[src/rtl/hfp_pkg.sv]
package hfp_pkg;
  localparam int EXP_W    = 7;
  localparam int SHORT_FW = 24;
  localparam int LONG_FW  = 56;
  localparam int DIG_W    = 4;
  localparam int WORD_W   = 64;
  localparam int REG_W    = 4;

  typedef struct packed {
    logic [WORD_W-1:0] value;
    logic              wr;
    logic              spec;
    logic              uf;
  } hfp_res_t;
endpackage

[src/rtl/hfp_norm.sv]
module hfp_norm #(
  parameter int FW    = 56,
  parameter int DIG_W = 4,
  localparam int EXT_W = FW + DIG_W,
  localparam int NDIG  = EXT_W / DIG_W,
  localparam int CNT_W = $clog2(NDIG + 1)
) (
  input  logic [FW-1:0]    frac_i,
  output logic [FW-1:0]    frac_o,
  output logic [CNT_W-1:0] shift_o,
  output logic             zero_o
);
  logic [EXT_W-1:0] ext;
  logic [EXT_W-1:0] shifted;
  logic [CNT_W-1:0] lead;
  logic             seen;

  // one-bit right shift, dropped bit lands in guard digit MSB
  assign ext = {1'b0, frac_i, {(DIG_W-1){1'b0}}};

  always_comb begin
    lead = '0;
    seen = 1'b0;
    for (int d = NDIG - 1; d >= 0; d--) begin
      if (!seen) begin
        if (ext[d*DIG_W +: DIG_W] != '0) seen = 1'b1;
        else lead = lead + 1'b1;
      end
    end
  end

  assign zero_o  = (frac_i == '0);
  assign shift_o = zero_o ? '0 : lead;
  assign shifted = ext << (DIG_W * shift_o);
  assign frac_o  = shifted[EXT_W-1 -: FW];

  always_comb begin
    if (!zero_o) begin
      a_r3_norm_top: assert (frac_o[FW-1 -: DIG_W] != '0);
    end
  end
endmodule

[src/rtl/hfp_char_adj.sv]
module hfp_char_adj #(
  parameter int EXP_W = 7,
  parameter int CNT_W = 4
) (
  input  logic [EXP_W-1:0] char_i,
  input  logic [CNT_W-1:0] shift_i,
  input  logic             zero_i,
  input  logic             sign_i,
  input  logic             um_i,
  output logic [EXP_W-1:0] char_o,
  output logic             sign_o,
  output logic             tzero_o,
  output logic             uf_o
);
  localparam int DW = EXP_W + 2;
  logic [DW-1:0] diff;
  logic          below;

  assign diff  = {2'b00, char_i} - DW'(shift_i);
  assign below = diff[DW-1];

  always_comb begin
    tzero_o = zero_i || (below && !um_i);
    uf_o    = !zero_i && below && um_i;
    char_o  = tzero_o ? '0 : diff[EXP_W-1:0];
    sign_o  = tzero_o ? 1'b0 : sign_i;
  end

  always_comb begin
    if (uf_o) begin
      a_r4_uf_wraps: assert (char_o > char_i);
    end
  end
endmodule

[src/rtl/hfp_reg_chk.sv]
module hfp_reg_chk #(
  parameter int REG_W = 4
) (
  input  logic [REG_W-1:0] r1_i,
  input  logic [REG_W-1:0] r2_i,
  output logic             spec_o
);
  function automatic logic bad_reg(input logic [REG_W-1:0] r);
    return r[0] || (r[REG_W-1:1] > 3);
  endfunction

  assign spec_o = bad_reg(r1_i) || bad_reg(r2_i);
endmodule

[src/rtl/hfp_halve.sv]
module hfp_halve
  import hfp_pkg::*;
(
  input  logic              clk,
  input  logic              rst_n,
  input  logic              in_valid,
  output logic              in_ready,
  input  logic              fmt_long,
  input  logic [REG_W-1:0]  r1,
  input  logic [REG_W-1:0]  r2,
  input  logic              um_en,
  input  logic [WORD_W-1:0] operand,
  output logic              out_valid,
  input  logic              out_ready,
  output logic [WORD_W-1:0] result,
  output logic              wr_en,
  output logic              spec_err,
  output logic              uf_flag
);
  localparam int PAD   = LONG_FW - SHORT_FW;
  localparam int NDIG  = (LONG_FW + DIG_W) / DIG_W;
  localparam int CNT_W = $clog2(NDIG + 1);

  // reset: asynchronous assert, synchronous release
  logic [1:0] rst_sync;
  logic       rst_int_n;
  always_ff @(posedge clk or negedge rst_n) begin
    if (!rst_n) rst_sync <= 2'b00;
    else        rst_sync <= {rst_sync[0], 1'b1};
  end
  assign rst_int_n = rst_sync[1];

  // operand unpack, short fraction left-justified in the work width
  logic               op_sign;
  logic [EXP_W-1:0]   op_char;
  logic [LONG_FW-1:0] op_frac;
  always_comb begin
    if (fmt_long) begin
      op_sign = operand[WORD_W-1];
      op_char = operand[WORD_W-2 -: EXP_W];
      op_frac = operand[LONG_FW-1:0];
    end else begin
      op_sign = operand[SHORT_FW+EXP_W];
      op_char = operand[SHORT_FW +: EXP_W];
      op_frac = {operand[SHORT_FW-1:0], {PAD{1'b0}}};
    end
  end

  logic [LONG_FW-1:0] n_frac;
  logic [CNT_W-1:0]   n_shift;
  logic               n_zero;
  hfp_norm #(.FW(LONG_FW), .DIG_W(DIG_W)) u_norm (
    .frac_i (op_frac),
    .frac_o (n_frac),
    .shift_o(n_shift),
    .zero_o (n_zero)
  );

  logic [EXP_W-1:0] a_char;
  logic             a_sign, a_tzero, a_uf;
  hfp_char_adj #(.EXP_W(EXP_W), .CNT_W(CNT_W)) u_adj (
    .char_i (op_char),
    .shift_i(n_shift),
    .zero_i (n_zero),
    .sign_i (op_sign),
    .um_i   (um_en),
    .char_o (a_char),
    .sign_o (a_sign),
    .tzero_o(a_tzero),
    .uf_o   (a_uf)
  );

  logic spec;
  hfp_reg_chk #(.REG_W(REG_W)) u_chk (
    .r1_i  (r1),
    .r2_i  (r2),
    .spec_o(spec)
  );

  // result assembly
  hfp_res_t nxt;
  always_comb begin
    nxt.value = '0;
    nxt.wr    = !spec;
    nxt.spec  = spec;
    nxt.uf    = !spec && a_uf;
    if (!spec && !a_tzero) begin
      if (fmt_long) nxt.value = {a_sign, a_char, n_frac};
      else          nxt.value = {{(WORD_W-SHORT_FW-EXP_W-1){1'b0}}, a_sign, a_char,
                                 n_frac[LONG_FW-1 -: SHORT_FW]};
    end
  end

  // output stage: next-state and registers
  logic     vld_q, vld_d;
  logic     load;
  logic     fmt_q;
  hfp_res_t res_q;

  assign in_ready = !vld_q || out_ready;
  assign load     = in_valid && in_ready;

  always_comb begin
    vld_d = vld_q;
    if (load)           vld_d = 1'b1;
    else if (out_ready) vld_d = 1'b0;
  end

  always_ff @(posedge clk or negedge rst_int_n) begin
    if (!rst_int_n) vld_q <= 1'b0;
    else            vld_q <= vld_d;
  end

  always_ff @(posedge clk) begin
    if (load) begin
      res_q <= nxt;
      fmt_q <= fmt_long;
    end
  end

  assign out_valid = vld_q;
  assign result    = res_q.value;
  assign wr_en     = res_q.wr;
  assign spec_err  = res_q.spec;
  assign uf_flag   = res_q.uf;

  // rejected designators never write nor report underflow
  a_r8_spec_no_write: assert property (@(posedge clk) disable iff (!rst_int_n)
    out_valid && spec_err |-> !wr_en && !uf_flag && result == '0);

  // an accepted request is visible after the edge
  a_r9_fill: assert property (@(posedge clk) disable iff (!rst_int_n)
    in_valid && in_ready |=> out_valid);

  // stalled output holds
  a_r10_hold: assert property (@(posedge clk) disable iff (!rst_int_n)
    out_valid && !out_ready |=> out_valid && $stable(result) && $stable(uf_flag)
                                && $stable(wr_en));

  // zero fraction field means a positive true zero
  a_r7_zero_plus: assert property (@(posedge clk) disable iff (!rst_int_n)
    out_valid && wr_en &&
    ((fmt_q && result[LONG_FW-1:0] == '0) || (!fmt_q && result[SHORT_FW-1:0] == '0))
    |-> result == '0 && !uf_flag);

  // short results leave the upper half clear
  a_r1_short_upper: assert property (@(posedge clk) disable iff (!rst_int_n)
    out_valid && !fmt_q |-> result[WORD_W-1:32] == '0);
endmodule

[config.mk]
export PLATFORM = sky130hd
export DESIGN_NAME = hfp_halve
export DESIGN_NICKNAME = d
export VERILOG_FILES = /design/src/rtl/hfp_pkg.sv /design/src/rtl/hfp_norm.sv /design/src/rtl/hfp_char_adj.sv /design/src/rtl/hfp_reg_chk.sv /design/src/rtl/hfp_halve.sv
export SDC_FILE = /design/constraint.sdc
export NUM_CORES = 1
export LEC_CHECK = 0
export ABC_CLOCK_PERIOD_IN_PS = 800
export CAP_MARGIN = 40
export CORE_MARGIN = 2
export CORE_UTILIZATION = 48
export CTS_BUF_LIST = sky130_fd_sc_hd__clkbuf_16
export CTS_CLUSTER_SIZE = 8
export DETAILED_ROUTE_END_ITERATION = 16
export GPL_TIMING_DRIVEN = 0
export PLACE_DENSITY = 0.78
export SETUP_SLACK_MARGIN = 0.05
export SYNTH_ARGS = -nofsm -noshare
export SYNTH_HDL_FRONTEND = slang
export SYNTH_SLANG_ARGS = --single-unit
[constraint.sdc]
create_clock -name clk -period 0.8 [get_ports clk]
set_input_delay 0.08 -clock clk [delete_from_list [all_inputs] [get_ports clk]]
set_output_delay 0.08 -clock clk [all_outputs]
set_load 0.005 [all_outputs]
# After elaboration in Yosys (flattened, before gate mapping)
# Index checks and enable logic that the tools add are counted.
word_totals:
  regBits: 70
  latch_bits: 0
  ram_bits: 0
  rom_bits: 0
  input_bits: 78
  out_inout_bits: 69
  mem_count: 0
op_classes:
  n_addsub: 15
  mul: 0
  div: 0
  n_lt_le_gt_ge: 2
  eq_ne: 0
  shifts: 1
  mux: 65
  n_bitwise: 0
  n_reduce_logical: 33
ops:
  columns: ["cell", "n"]
  rows:
  - ["2-to-1 mux 4 bit", 29]
  - ["<< shifter 59 x 6 -> 60 bit", 1]
  - ["zero test 56 bit", 1]
  - ["2-to-1 mux 56 bit", 1]
  - ["nonzero test 4 bit", 14]
  - ["adder 4 x 1 -> 4 bit (second input constant)", 13]
  - ["2-to-1 mux 1 bit", 32]
  - ["2-to-1 mux 32 bit", 1]
  - ["2-to-1 mux 7 bit", 2]
  - ["subtractor 7 x 4 -> 8 bit", 1]
  - ["greater-than comparator 3 x 2 -> 1 bit (second input constant)", 2]
  - ["logical AND 1 bit", 6]
  - ["zero test 1 bit", 5]
  - ["logical OR 1 bit", 5]
  - ["adder 1 x 1 -> 2 bit (second input constant)", 1]
  - ["AND reduction 2 bit", 1]
  - ["nonzero test 2 bit", 1]

# Logic depth before layout (Yosys ltp)
logic_depth:
  ltp_word: 52
  depth_mapped: 57
  mapped_depth_nobuf: 49

# Cells and area by module
# A second synthesis with hierarchy kept.
hier_totals:
  hier_cells: 824
  hier_area_um2: 7454.6
by_module_without_submodules:
  columns: ["module", "instances", "cells_each", "area_per_inst_um2", "seq_area_each_um2"]
  rows:
  - ["hfp_halve", 1, 259, 3587.2, 2087.0]
  - ["hfp_norm", 1, 518, 3528.4, 0.0]
  - ["hfp_char_adj", 1, 46, 331.6, 0.0]
  - ["hfp_reg_chk", 1, 1, 7.5, 0.0]

# Least setup slack after synthesis
# OpenSTA, ideal clock, no wires.
synth_path:
  path_type: "input to register"
  from: "input port operand[17]"
  to: "register res_q (netlist bit result[33]), data pin"
  setup_time_ns: 0.146
  t_arrival_ns: 8.720
  t_required_ns: 0.654
  setup_slack_ns: -8.066
  stages: 48
  path_buffers: 3
  cell_sequence: "or4_4 or4_4 and2_1 buf_2 inv_1 ha_1 nor2_1 nor2_1 ha_1 nand2b_1 mux2i_1 nor2_1 nand2_1 a21oi_1 ha_1 mux2i_1 o21ai_0 o21ai_0 [... 12 more ...] a2111oi_4 xnor3_1 a2111oi_2 nor4_2 o211ai_2 inv_2 ha_1 o21ai_0 inv_1 o21ai_0 nand2_1 nor3_1 or3_1 buf_2 nor2_1 nand2_2 buf_2 o2bb2ai_1"
synth_via:
  elab_chain_len: 50
  word_cells_on_any_way: 68
  classes_between: "14 x add/sub; 1 x shift; 45 x mux; 8 x reduce/logical"
synth_lines:
  columns: ["element", "line_no", "source"]
  rows:
  - ["start, declared", "hfp_halve.sv:12", "input logic [WORD_W-1:0] operand,"]
  - ["2-to-1 mux 56 bit (*)", "hfp_halve.sv:38", "if (fmt_long) begin"]
  - ["nonzero test 4 bit", "hfp_norm.sv:26", "if (ext[d*DIG_W +: DIG_W] != '0) seen = 1'b1;"]
  - ["2-to-1 mux 4 bit", "hfp_norm.sv:26", null]
  - ["2-to-1 mux 4 bit", "hfp_norm.sv:25", "if (!seen) begin"]
  - ["adder 4 x 1 -> 4 bit", "hfp_norm.sv:27", "else lead = lead + 1'b1;"]
  - ["2-to-1 mux 4 bit", "hfp_norm.sv:26", null]
  - ["2-to-1 mux 4 bit", "hfp_norm.sv:25", null]
  - ["adder 4 x 1 -> 4 bit", "hfp_norm.sv:27", null]
  - ["[... 34 more ...]", null, null]
  - ["2-to-1 mux 4 bit", "hfp_norm.sv:25", null]
  - ["2-to-1 mux 4 bit", "hfp_norm.sv:33", "assign shift_o = zero_o ? '0 : lead;"]
  - ["subtractor 7 x 4 -> 8 bit", "hfp_char_adj.sv:19", "assign diff = {2'b00, char_i} - DW'(shift_i);"]
  - ["logical AND 1 bit", "hfp_char_adj.sv:23", "tzero_o = zero_i || (below && !um_i);"]
  - ["logical OR 1 bit", "hfp_char_adj.sv:23", null]
  - ["zero test 1 bit", "hfp_halve.sv:87", "if (!spec && !a_tzero) begin"]
  - ["logical AND 1 bit", "hfp_halve.sv:87", null]
  - ["AND reduction 2 bit (no source line)", null, null]
  - ["end signal, assigned", "hfp_halve.sv:116", "res_q <= nxt;"]
  - ["end, declared", "hfp_halve.sv:98", "hfp_res_t res_q;"]
# Every way passes the cells marked *; elsewhere a longest branch is shown, timed or not.
# A chain may end at the register's enable or synchronous reset.

# Final worst setup path
layout_path:
  from: "input port operand[18]"
  to: "register res_q (netlist bit result[26]), data pin"
layout_via:
  elab_chain_len: 49
  word_cells_on_any_way: 69
  classes_between: "14 x add/sub; 1 x shift; 47 x mux; 7 x reduce/logical"
layout_lines:
  columns: ["element", "line_no"]
  rows:
  - ["2-to-1 mux 56 bit (*)", "hfp_halve.sv:38"]
  - ["nonzero test 4 bit", "hfp_norm.sv:26"]
  - ["2-to-1 mux 4 bit", "hfp_norm.sv:26"]
  - ["2-to-1 mux 4 bit", "hfp_norm.sv:25"]
  - ["adder 4 x 1 -> 4 bit", "hfp_norm.sv:27"]
  - ["2-to-1 mux 4 bit", "hfp_norm.sv:26"]
  - ["2-to-1 mux 4 bit", "hfp_norm.sv:25"]
  - ["adder 4 x 1 -> 4 bit", "hfp_norm.sv:27"]
  - ["[... 33 more ...]", null]
  - ["2-to-1 mux 4 bit", "hfp_norm.sv:26"]
  - ["2-to-1 mux 4 bit", "hfp_norm.sv:25"]
  - ["2-to-1 mux 4 bit", "hfp_norm.sv:33"]
  - ["subtractor 7 x 4 -> 8 bit", "hfp_char_adj.sv:19"]
  - ["logical AND 1 bit", "hfp_char_adj.sv:23"]
  - ["logical OR 1 bit", "hfp_char_adj.sv:23"]
  - ["2-to-1 mux 7 bit or zero test 1 bit (tied branches)", "hfp_char_adj.sv:25, hfp_halve.sv:87"]
  - ["2-to-1 mux 32 bit or logical AND 1 bit (tied branches)", "hfp_halve.sv:88, hfp_halve.sv:87"]
# Marks and branches as above.

==> impl_metrics.py <==
metrics = {
    "final_layout": {
        "fillers": 1141,
        "fin_nets": 1216,
        "final_util_pct": 72.9,
        "finalInstanceArea_um2": 11000,
        "antenna_cells": 0,
        "area_delta_synth_final_pct": 49.1,
        "drive_gt1_share_pct": 38.9,
        "final_common_cell": "nand2_1",
        "final_cell_mix": "120 x nand2_1, 90 x buf_2, 72 x mux2i_1, 67 x edfxtp_1, 65 x buf_4",
    },
    "synth": {
        "netlist_instances": 874,
        "async_reset_ff_share_pct": 4.29,
        "synth-seq-area-share_pct": 28.3,
        "synth_top_cell_by_area": "edfxtp_1",
        "synthFlopType": "edfxtp_1",
        "synth_fp_nets": 967,
        "synth_top_area_share_pct": 27.3,
        "syn_area_um2": 7380,
        "synth_top_cells_by_area": "edfxtp_1 27%, mux2i_1 10%, nand2_1 6.5%",
        "synth_seq_cells": 70,
        "synth_enable_flop_cells": 67,
        "synth_cell_types": 91,
        "syn_avg_cell_area_um2": 8.44,
        "synth-warning-count": 0,
    },
    "grt": {
        "grt_use_total_pct": 42.1,
        "overflow": 0,
        "grt_pass1_vias": 8489,
        "grt_max_degree": 14,
        "grt_first_pass_wirelength_mm": 51.5,
        "antenna_found_initial": 0,
    },
    "floorplanning": {
        "die_area_um2": 16400,
        "io_pins": 147,
        "die_w_um": 128,
        "die_h_um": 128,
        "coreArea_um2": 15100,
        "placementRows": 45,
        "start_util_pct": 48.9,
    },
    "routing": {
        "ant_nets": 0,
        "drc": 0,
        "wl_per_cell_um": 27.9,
        "first_pass_iters": 7,
        "viasPerCell": 6.99,
        "drtIter0Drc": 1375,
        "vias": 9205,
        "drt_wl_total_mm": 36.7,
    },
    "critical_path": {
        "cp.arrival_ps": 8940,
        "endpoint_kind": "register",
        "slowest_delay_ps": 540,
        "critPathKind": "input pin to register",
        "crit_path_start_kind": "input pin",
        "cpMaxStageDelayCell": "or4_4",
        "crit_required_ps": 980,
        "crit_path_max_fanout": 7,
    },
    "clock_network": {
        "cts.clk_slew.worst_paths_ps": 60,
        "ctsHtreeMaxLevel": 3,
        "cts_sinks": 70,
        "cts-root-buf": "clkbuf_16",
        "insertion_delay_ps": 340,
        "clockBufferDepth": 2,
        "cts_made_buffers": 9,
        "cts_tree": "done",
    },
    "placed_design": {
        "placement.io_buffers": 141,
        "hpwlAfterDp_mm": 24.5,
        "gp_congestion": 1.01,
        "placed_area_um2": 9260,
    },
    "timing": {
        "fin_crit_ps": 8760,
        "slew_viol_final": 0,
        "setup_viol": 202,
        "hold_viol_final": 0,
        "worstMarginPinSlew_ps": 890,
        "setup_slack_ps": -7960,
        "timing.slew.headroom_pct": 40.7,
        "finalCritPeriodShare_pct": 1090,
        "max_freq_ghz": 0.114,
        "hold_ws_ps": 12.3,
        "grt_setup_unrepaired": "true",
        "fin_skew_ps": 6.78,
    },
    "power_and_ir_drop": {
        "peakVddDrop_v": 0.000920,
        "leakagePower_nw": 4.49,
        "p_per_area_nw_per_um2": 1120,
    },
    "min_path": {
        "hp-class": "register to asynchronous set/reset pin",
    },
    "run": {
        "drv_cap": 0,
    },
    "outcome": {
        "violations": "setup timing",
        "outcome": "complete, but fails checks",
    },
}
-- kinds of logic (layout without fill, tap and decap cells) --
family                   after synthesis  in the layout  share of synthesized area, %
buffers and inverters                 81            325                          5.72
adder cells (fa/ha/maj)               15             15                          2.65
multiplexers                          96             96                          13.4
AO/OA/AOI/OAI                        238            238                          23.0
XOR/XNOR                              16             16                          2.27
AND/OR/NAND/NOR                      357            367                          24.6
other                                  1              1                        0.0508
flip-flops                            70             70                          28.3
-- state kept, by name, indices dropped and copies added, names as in the netlist --
name	count
result	64
rst_sync	2
out_valid	1
spec_err	1
uf_flag	1
wr_en	1
-- routing by layer --
metal / wire length (um) / GRT usage, % / vias to the layer above
met2: 16000 / 65.8 / 855
met5: 0 / 0 / -
met3: 4620 / 9.56 / 214
met4: 2580 / 20.4 / 0
met1: 13500 / 55.1 / 4296
li1: - / - / 3840
-- per-stage QoR --
stage               cells  setup TNS (ps)  total power, W  setup slack (ps)
CTS                  1300         -520770          0.0119             -7590
floorplan             874         -518880         0.00584             -7550
global route         1316         -558690          0.0126             -8240
detailed placement   1204         -675530         0.00731             -9880
finish               1316         -538080          0.0123             -7960
global placement     1203         -672640         0.00730             -9870
-- synthesized netlist by cell type (all sizes together), types with 16 or more instances --
cell type / count
clkbuf: 16
a31oi: 17
a21oi: 61
nand2: 129
mux2: 20
mux2i: 76
nor3: 17
buf: 45
o211ai: 24
edfxtp: 67
o22ai: 25
nand3: 39
inv: 19
nor2: 69
o21ai: 36
and3: 16
-- worst max-delay path: cells and delay by family --
kind	cells	cell delay [ps]
AO/OA/AOI/OAI	12	1840
XOR/XNOR	2	490
adder cells (fa/ha/maj)	6	1630
buffers and inverters	6	740
multiplexers	3	760
AND/OR/NAND/NOR	19	3370
-- final cells by class --
| cell class | count | area (um^2) | area share (%) |
|---|---|---|---|
| Tap cell | 188 | 235 | 2.14 |
| Sequential cell | 70 | 2090 | 19.0 |
| Buffer | 58 | 462 | 4.20 |
| Timing Repair Buffer | 231 | 1910 | 17.4 |
| Clock buffer | 9 | 225 | 2.05 |
| Multi-Input combinational cell | 733 | 5890 | 53.6 |
| Clock inverter | 7 | 97.6 | 0.887 |
| Inverter | 20 | 87.6 | 0.796 |
-- final timing paths --
| check | to | start | depth (start not counted) | slack (ps) |
|---|---|---|---|---|
| setup / recovery | result[26]$_SDFFCE_PN0P_ | operand[18] | 48 | -7960 |
| hold / removal | out_valid$_DFFE_PN0P_ | rst_sync[1]$_DFF_PN0_ | 0 | 10 |
| setup reg to reg | result[43]$_SDFFCE_PN0P_ | out_valid$_DFFE_PN0P_ | 3 | -410 |
| hold reg to reg | out_valid$_DFFE_PN0P_ | rst_sync[1]$_DFF_PN0_ | 0 | 10 |
| max in group asynchronous | rst_sync[1]$_DFF_PN0_ | rst_n | 2 | 200 |
| min in group clk | spec_err$_DFFE_PP_ | r1[0] | 3 | 150 |
-- report_power, final --
group          internal [W]  switching [W]
logic               0.00148        0.00229
registers           0.00418      0.0000394
clock network       0.00274        0.00160
total               0.00841        0.00393
-- repair_timing --
item,in CTS,in global routing
cloned,13,1
endpoints found under the setup margin,203,204
gates resized for setup,467,97
hold buffers,1,0
pin swaps,51,47
setup buffers,68,21
hold endpoints to repair,2,0
(Power assumes the default switching activity.)
